<file path="src/rtl/ycc_pkg.sv">
`timescale 1ns/1ps
package ycc_pkg;
  // bytes in one timing code and in its fixed prefix
  localparam int unsigned CODE_LEN = 4;
  localparam int unsigned PRE_LEN  = CODE_LEN - 1;
  // samples per pixel pair: Cb, Y0, Cr, Y1
  localparam int unsigned LANES    = 4;
  // flag positions inside the status byte
  localparam int unsigned F_BIT    = 6;
  localparam int unsigned V_BIT    = 5;
  localparam int unsigned H_BIT    = 4;

  typedef enum logic [1:0] {
    SC_IDLE,
    SC_ONES,
    SC_ZERO1,
    SC_ZERO2
  } scan_e;
endpackage

</file>
<file path="src/rtl/ycc_code_scan.sv">
`timescale 1ns/1ps
module ycc_code_scan
  import ycc_pkg::*;
#(
  parameter int unsigned BYTE_W = 8
) (
  input  logic              clk_i,
  input  logic              rst_ni,
  input  logic [BYTE_W-1:0] byte_i,
  output logic              code_hit_o
);
  localparam logic [BYTE_W-1:0] ALL_ONES  = {BYTE_W{1'b1}};
  localparam logic [BYTE_W-1:0] ALL_ZEROS = {BYTE_W{1'b0}};

  scan_e st_q, st_d;

  always_comb begin
    st_d = SC_IDLE;
    if (st_q == SC_ZERO2) begin
      st_d = SC_IDLE;                        // current byte is the status byte
    end else if (byte_i == ALL_ONES) begin
      st_d = SC_ONES;                        // any all-ones restarts the search
    end else if (byte_i == ALL_ZEROS && st_q == SC_ONES) begin
      st_d = SC_ZERO1;
    end else if (byte_i == ALL_ZEROS && st_q == SC_ZERO1) begin
      st_d = SC_ZERO2;
    end
  end

  always_ff @(posedge clk_i or negedge rst_ni) begin
    if (!rst_ni) st_q <= SC_IDLE;
    else         st_q <= st_d;
  end

  assign code_hit_o = (st_q == SC_ZERO2);
endmodule

</file>
<file path="src/rtl/ycc_pair_pack.sv">
`timescale 1ns/1ps
module ycc_pair_pack
  import ycc_pkg::*;
#(
  parameter int unsigned BYTE_W = 8
) (
  input  logic                    clk_i,
  input  logic                    rst_ni,
  input  logic [BYTE_W-1:0]       byte_i,
  input  logic                    live_i,
  input  logic                    kill_i,
  output logic [LANES*BYTE_W-1:0] pair_o,
  output logic                    pair_vld_o
);
  localparam int unsigned PH_W   = $clog2(LANES);
  localparam int unsigned PAIR_W = LANES * BYTE_W;

  // hold-back line: a byte is only committed once it can no longer be a code prefix
  logic [BYTE_W-1:0]  dly_q [PRE_LEN];
  logic [PRE_LEN-1:0] lv_q, lv_d;

  genvar g;
  generate
    for (g = 0; g < PRE_LEN; g++) begin : g_live
      if (g == 0) begin : g_head
        assign lv_d[g] = live_i;
      end else begin : g_tail
        assign lv_d[g] = lv_q[g-1] & ~kill_i;
      end
    end
  endgenerate

  always_ff @(posedge clk_i) begin
    dly_q[0] <= byte_i;
    for (int i = 1; i < PRE_LEN; i++) dly_q[i] <= dly_q[i-1];
  end

  always_ff @(posedge clk_i or negedge rst_ni) begin
    if (!rst_ni) lv_q <= '0;
    else         lv_q <= lv_d;
  end

  logic [BYTE_W-1:0] head_byte;
  logic              take, last;
  logic [PH_W-1:0]   ph_q, ph_d;

  assign head_byte = dly_q[PRE_LEN-1];
  assign take      = lv_q[PRE_LEN-1] & ~kill_i;
  assign last      = take && (ph_q == PH_W'(LANES-1));

  always_comb begin
    ph_d = ph_q;
    if (kill_i)    ph_d = '0;
    else if (last) ph_d = '0;
    else if (take) ph_d = ph_q + 1'b1;
  end

  always_ff @(posedge clk_i or negedge rst_ni) begin
    if (!rst_ni) ph_q <= '0;
    else         ph_q <= ph_d;
  end

  // first three samples of a group wait here for the fourth
  logic [BYTE_W-1:0] lane_q [LANES-1];

  always_ff @(posedge clk_i) begin
    for (int i = 0; i < LANES-1; i++) begin
      if (take && ph_q == PH_W'(i)) lane_q[i] <= head_byte;
    end
  end

  logic [PAIR_W-1:0] pair_d, pair_q;
  logic              vld_q;

  always_comb begin
    pair_d = '0;
    for (int i = 0; i < LANES-1; i++) begin
      pair_d[PAIR_W-1-i*BYTE_W -: BYTE_W] = lane_q[i];
    end
    pair_d[BYTE_W-1:0] = head_byte;
  end

  always_ff @(posedge clk_i) begin
    if (last) pair_q <= pair_d;
  end

  always_ff @(posedge clk_i or negedge rst_ni) begin
    if (!rst_ni) vld_q <= 1'b0;
    else         vld_q <= last;
  end

  assign pair_o     = pair_q;
  assign pair_vld_o = vld_q;
endmodule

</file>
<file path="src/rtl/ycc_sync_demux.sv">
`timescale 1ns/1ps
module ycc_sync_demux
  import ycc_pkg::*;
#(
  parameter int unsigned BYTE_W = 8
) (
  input  logic                    clk_i,
  input  logic                    rst_ni,
  input  logic [BYTE_W-1:0]       byte_i,
  output logic [LANES*BYTE_W-1:0] pair_o,
  output logic                    pair_vld_o,
  output logic                    fld_o,
  output logic                    vblank_o,
  output logic                    hflag_o
);
  logic code_hit;
  logic act_q, act_d;
  logic f_q, v_q, h_q;
  logic live;

  ycc_code_scan #(.BYTE_W(BYTE_W)) scan_i (
    .clk_i      (clk_i),
    .rst_ni     (rst_ni),
    .byte_i     (byte_i),
    .code_hit_o (code_hit)
  );

  // active state changes only on a finished code, after its status byte
  assign act_d = code_hit ? ~byte_i[H_BIT] : act_q;
  assign live  = act_q & ~code_hit;

  always_ff @(posedge clk_i or negedge rst_ni) begin
    if (!rst_ni) begin
      act_q <= 1'b0;
      f_q   <= 1'b0;
      v_q   <= 1'b0;
      h_q   <= 1'b0;
    end else begin
      act_q <= act_d;
      if (code_hit) begin
        f_q <= byte_i[F_BIT];
        v_q <= byte_i[V_BIT];
        h_q <= byte_i[H_BIT];
      end
    end
  end

  ycc_pair_pack #(.BYTE_W(BYTE_W)) pack_i (
    .clk_i      (clk_i),
    .rst_ni     (rst_ni),
    .byte_i     (byte_i),
    .live_i     (live),
    .kill_i     (code_hit),
    .pair_o     (pair_o),
    .pair_vld_o (pair_vld_o)
  );

  assign fld_o    = f_q;
  assign vblank_o = v_q;
  assign hflag_o  = h_q;
endmodule

</file>
<file path="config.mk">
export PLATFORM = sky130hd
export DESIGN_NAME = ycc_sync_demux
export DESIGN_NICKNAME = d
export VERILOG_FILES = /design/src/rtl/ycc_pkg.sv /design/src/rtl/ycc_code_scan.sv /design/src/rtl/ycc_pair_pack.sv /design/src/rtl/ycc_sync_demux.sv
export SDC_FILE = /design/constraint.sdc
export NUM_CORES = 1
export LEC_CHECK = 0
export ABC_AREA = 1
export CAP_MARGIN = 20
export CORE_MARGIN = 8
export CORE_UTILIZATION = 51
export CTS_CLUSTER_SIZE = 40
export DETAILED_ROUTE_END_ITERATION = 6
export PLACE_DENSITY = 0.8
export SYNTH_ARGS = -nofsm -noshare
export SYNTH_HDL_FRONTEND = slang
export SYNTH_SLANG_ARGS = --single-unit
</file>
<file path="constraint.sdc">
create_clock -name clk_i -period 3.1 [get_ports clk_i]
set_clock_uncertainty 0.1 [all_clocks]
set_input_delay 0.465 -clock clk_i [delete_from_list [all_inputs] [get_ports clk_i]]
set_output_delay 0.465 -clock clk_i [all_outputs]
set_load 0.1 [all_outputs]
</file>
Word level (Yosys, flattened, before mapping)
Memory sizes are Yosys's and may differ from the RTL's. A register that Yosys moved wholly into a read port is not among the register bits.
Cells that the tools add are included.
{"block": "classes", "n_addsub": 1, "n_eq_ne": 7, "mux": 19, "bitwise_logic": 6, "reduce_logical": 11}
{"cell": "2-to-1 mux 2 bit", "count": 9}
{"cell": "2-to-1 mux 8 bit", "count": 2}
{"cell": "OR reduction 8 bit", "count": 2}
{"cell": "== test 2 bit, second input constant", "count": 4}
{"cell": "== test 8 bit, second input constant", "count": 1}
{"cell": "zero test 8 bit", "count": 1}
{"cell": "2-to-1 mux 1 bit", "count": 8}
{"cell": "logical AND 1 bit", "count": 6}
{"cell": "bitwise AND 1 bit", "count": 4}
{"cell": "== test 2 x 1 -> 1 bit, second input constant", "count": 2}
{"cell": "nonzero test 3 bit", "count": 1}
{"cell": "adder 2 x 1 -> 2 bit, second input constant", "count": 1}
{"cell": "zero test 2 bit", "count": 1}
{"cell": "inverter 1 bit", "count": 2}
{"block": "word_totals", "ff_bits": 44, "ram_bits": 48, "in_bits": 10, "out_inout_bits": 36, "elab_cells": 55, "memories": 2}
{"name": "pack_i.dly_q", "words": 3, "word_bits": 8, "rd": 3, "rd_clocked_by_memory_dff": 0, "wr": 3, "line": "ycc_pair_pack.sv:19", "source": "logic [BYTE_W-1:0] dly_q [PRE_LEN];"}
{"name": "pack_i.lane_q", "words": 3, "word_bits": 8, "rd": 3, "rd_clocked_by_memory_dff": 3, "wr": 1, "line": "ycc_pair_pack.sv:64", "source": "logic [BYTE_W-1:0] lane_q [LANES-1];"}

Longest topological paths before layout
{"block": "logic_depth", "word_depth": 9, "ltp_mapped": 5, "depth_no_buf": 5}

Modules after synthesis
A second synthesis with hierarchy kept.
{"block": "hier_totals", "cells_unflattened": 157, "area_unflattened_um2": 2770.2}
{"module": "ycc_pair_pack", "n_inst": 1, "cells_per_inst": 115, "area_per_inst_um2": 2472.4, "seq_area_each_um2": 2312.2}
{"module": "ycc_sync_demux", "n_inst": 1, "cells_per_inst": 19, "area_per_inst_um2": 158.9, "seq_area_each_um2": 100.1}
{"module": "ycc_code_scan", "n_inst": 1, "cells_per_inst": 23, "area_per_inst_um2": 138.9, "seq_area_each_um2": 50.0}

Worst setup path before layout
No wires, ideal clock.
{"block": "synth_path", "path_type": "flip-flop to flip-flop", "startpoint": "register scan_i.st_q[1]", "endpoint": "register pack_i.pair_q[0], in the netlist pack_i.pair_o[0], enable pin", "setup_ps": 422, "t_arrival_ps": 2031, "t_required_ps": 2578, "path_slack_ps": 546, "stages_incl_launch_ff": 4, "n_path_buf": 0, "period_less_slack_ps": 2554, "path_cell_list": "dfrtp_1 -> nand2_4 -> nand2_1 -> nor2_1"}
{"block": "synth_between", "elab_chain_cells": 4}
{"element": "start: declaration", "line": "ycc_code_scan.sv:15", "source": "scan_e st_q, st_d;"}
{"element": "start signal: assignment", "line": "ycc_code_scan.sv:32", "source": "else st_q <= st_d;"}
{"element": "== test 2 bit", "line": "ycc_code_scan.sv:35", "source": "assign code_hit_o = (st_q == SC_ZERO2);"}
{"element": "inverter 1 bit", "line": "ycc_pair_pack.sv:48", "source": "assign take = lv_q[PRE_LEN-1] & ~kill_i;"}
{"element": "bitwise AND 1 bit", "line": "ycc_pair_pack.sv:48"}
{"element": "logical AND 1 bit", "line": "ycc_pair_pack.sv:49", "source": "assign last = take && (ph_q == PH_W'(LANES-1));"}
{"element": "net pack_i.last", "line": "ycc_pair_pack.sv:44", "source": "logic take, last;"}
{"element": "end signal: assignment", "line": "ycc_pair_pack.sv:84", "source": "if (last) pair_q <= pair_d;"}
{"element": "end: declaration", "line": "ycc_pair_pack.sv:72", "source": "logic [PAIR_W-1:0] pair_d, pair_q;"}
The timed path passes the listed nets, and every way through them passes these cells.
A chain may end at the register's enable or synchronous reset.

Worst setup path after layout
{"block": "layout_path", "startpoint": "register pack_i.ph_q[0]", "endpoint": "memory pack_i.lane_q[0][0], enable pin"}
{"block": "layout_between", "elab_chain_cells": 7, "elab_cells_between_ends": 18, "classes_between": "2 x eq/ne; 10 x mux; 6 x reduce/logical"}
{"element": "start: declaration", "line": "ycc_pair_pack.sv:45", "source": "logic [PH_W-1:0] ph_q, ph_d;"}
{"element": "start signal: assignment", "line": "ycc_pair_pack.sv:60", "source": "else ph_q <= ph_d;"}
{"element": "== test 2 x 1 -> 1 bit", "line": "ycc_pair_pack.sv:68", "source": "if (take && ph_q == PH_W'(i)) lane_q[i] <= head_byte;"}
{"element": "logical AND 1 bit", "line": "ycc_pair_pack.sv:68"}
{"element": "2-to-1 mux 1 bit", "line": "ycc_pair_pack.sv:68"}
{"element": "2-to-1 mux 1 bit (implied by the code)", "line": "ycc_pair_pack.sv:68"}
{"element": "OR reduction 8 bit (no line)"}
{"element": "2-to-1 mux 2 bit (no line) / 2-to-1 mux 1 bit (equally long branches) (2 in series)"}
{"element": "end: declaration", "line": "ycc_pair_pack.sv:64"}
Several ways; a longest one is shown, not always the timed one.

==> summary.txt <==
Detailed routing
  • DRT Pass-1 Iters: 4
  • Vias per cell: around 4.5
  • Total wire length: 3770 µm
  • Wirelength per Cell: ~13 µm
  • DRC viols: 0
  • Antenna Nets Post-Route: 0
  • DRT iter0 DRCs: 66
  • Vias: roughly 1300

Critical path
  • FF-to-FF path depth: 4
  • Reg2reg end: pack_i.lane_q[0][0]
  • Crit end category: register
  • CP Class: register to register
  • CP startpoint kind: register
  • Worst reg-to-reg setup slack: between 1000 and 1500 ps
  • CP required: 2970 ps
  • Worst path arrival time: 1680 ps
  • Worst r2r src: pack_i.ph_q[0]
  • Critical Path Fanout Max: 8

Synthesis
  • Synth Flop Type: edfxtp_1
  • Async S/R FF share, synth: 13.0%
  • YS warnings: 0
  • Area leader, netlist: edfxtp_1
  • Syn_nets: 164
  • Top cells by count, synth: edfxtp_1, dfxtp_1, nor2_1, nand2_1, dfrtp_1
  • Synth Area per Inst: approximately 18 µm²
  • Synth top area share: 61.2%
  • Post-synth EDFFs: 56
  • Most common cell in the netlist: edfxtp_1
  • Synth cell types: 16
  • Sequential area share after synthesis: 89.7%
  • Number of synthesized register bits: 92
  • Mapped Area: 2750 µm²
  • Mapped Cells: 150
  • Area contributors post-synth: edfxtp_1, dfxtp_1, dfrtp_1

Layout
  • Final Cell Area: 3410 µm²
  • N_diodes: 0
  • Finished Layout Cells: 282
  • Final core utilization: 66.4%
  • Post-layout nets: 221
  • Fillers: 385
  • Layout cells sized above 1: 26.4%
  • P&R area growth vs syn: 24.2%

Timing
  • Slew HR: 50.4%
  • Achievable frequency: between 0.5 and 0.6 GHz
  • Crit share post-route: 58.2%
  • Setup_tns: 0 ps
  • RSZ-0062 raised after global routing: false
  • Final-report hold violation count: 0
  • Setup ws final: approximately 1300 ps
  • Tightest Pin Transition: 742 ps
  • Slew Limit Fails: 0
  • Setup violations, final: 0
  • Fin crit period: 1800 ps
  • Worst hold slack: approximately 230 ps

Placed design
  • Pre-CTS setup slack: 1280 ps
  • Detail Placement HPWL: 2640 µm
  • Placed cell area: 3200 µm²
  • Routability cong.: 0.781
  • Number of port buffers: 45
  • Post-Place Cells: 266

CTS
  • Htree depth: 3
  • Sink Count: just over 90
  • CTS hold repair buffers: 0
  • CTS Buf Count: 9
  • Setup Buffers After CTS: 0
  • Clock latency at the later pin of the worst-skew pair: approximately 340 ps
  • Clk slew on worst S/H paths: 80 ps
  • Clock tree buffer depth: 2
  • CTS tree: yes
  • Resized Gates After CTS: 0
  • CTS root buf: clkbuf_8

Pwr
  • Clk pwr share: 27.3%
  • P_int: 1.97 mW
  • Pwr Total: between 2 and 3 mW
  • Comb pwr share: 19.6%
  • Peak supply drop: 0.000380 V
  • Psw: 0.862 mW
  • Leakage power total: roughly 1.4 nW
  • Switching Share: 30.5%
  • Sequential power share: between 50% and 60%
  • Power Dens Cells: 829 nW/µm²

Global routing
  • First-pass GRT wire length: 5820 µm
  • Largest net degree at the start of global routing: 34
  • Gr usage total: 10.3%
  • Vias in the first global route: between 1000 and 1500
  • GRT Residual Overflow: 0
  • Initial antenna violation count: 0

Worst hold path
  • Worst Hold Depth: 0
  • Hold Path Class: register to register
  • Hold EP: pack_i.dly_q[0][17]
  • Min-delay src: pack_i.dly_q[0][9]

Die
  • Vert. Die Dim: between 80 and 90 µm
  • Initial Util: between 50 and 60%
  • Die Area: 7990 µm²
  • Cell row count: 26
  • Area of the core: between 5000 and 6000 µm²
  • I/O Pins: between 40 and 50
  • Die W: 89.4 µm

Flow run
  • MaxCap Viol Count: 0

Run status
  • Status: finished, final reports clean
-- critical path, cell delays in order (launching register included) --
cell and delay (ps):
dfrtp_1 410, inv_1 130, ha_1 170, inv_1 40, nor2_1 580
-- cells by family (layout without fill, tap and decap cells) --
family	after synthesis	in the layout	synth area share, %
DFF	92	92	89.7
adders and majority gates	4	4	1.82
and+or+nand+nor	40	40	6.24
AOI/OAI and AO/OA	3	3	0.592
buffers and inverters	11	73	1.69
-- routing by layer --
| metal | track usage (%) | wire length, µm |
|---|---|---|
| met2 | 15.4 | 1700 |
| met4 | 8.16 | 110 |
| met1 | 11.2 | 1630 |
| met5 | 0 | 0 |
| met3 | 4.50 | 327 |
-- flip-flops by register name, summed over array words and instances, names as in the netlist, 2 cells and up --
register,flops
pack_i.dly_q,24
pack_i.lane_q,24
pack_i.lv_q,3
pack_i.pair_o,8
pack_i.ph_q,2
pair_o,24
scan_i.st_q,2
-- cell usage in the layout, fill, tap and decap left out --
master	n
clkbuf_1	1
a21oi_1	1
dfxtp_1	24
nand3_1	1
nor2_2	1
clkdlybuf4s50_1	9
and3_1	1
inv_1	10
buf_4	37
nand2_4	1
inv_6	1
clkinv_2	3
clkbuf_8	10
dfrtp_1	12
o22ai_1	1
o21ai_0	1
nand2_1	17
or2_1	1
edfxtp_1	56
nor2_4	1
clkbuf_16	2
ha_1	4
nor2_1	17
-- final cells by class --
cell class / count / area (µm²) / share of cell area, %
Clock buffer: 13 / 191 / 5.61
Tap cell: 70 / 87.6 / 2.57
Inverter: 11 / 46.3 / 1.36
Sequential cell: 92 / 2460 / 72.2
Timing Repair Buffer: 46 / 368 / 10.8
Multi-Input combinational cell: 47 / 240 / 7.04
Clock inverter: 3 / 15.0 / 0.440
-- worst max path at each step --
| stage | end | start | slack [ps] |
|---|---|---|---|
| final | pack_i.lane_q[0][0] | pack_i.ph_q[0] | 1300 |
| after floorplan | pack_i.pair_o[0] | scan_i.st_q[1] | 550 |
| after global placement | pack_i.lane_q[0][14] | scan_i.st_q[1] | 1420 |
| after detailed placement | pack_i.lane_q[0][1] | pack_i.ph_q[0] | 1280 |
| after CTS | pack_i.lane_q[0][0] | pack_i.ph_q[0] | 1260 |
| after global routing | pack_i.lane_q[0][0] | pack_i.ph_q[0] | 1210 |
-- power groups by stage --
stage / clock network, mW / logic (mW) / registers, mW
after global placement: 0 / 0.544 / 1.53
after floorplan: 0 / 0.0950 / 1.85
after CTS: 0.791 / 0.561 / 1.51
final: 0.771 / 0.553 / 1.50
after global routing: 0.844 / 0.581 / 1.52
after detailed placement: 0 / 0.559 / 1.53
Power figures use the tool's default switching activity.
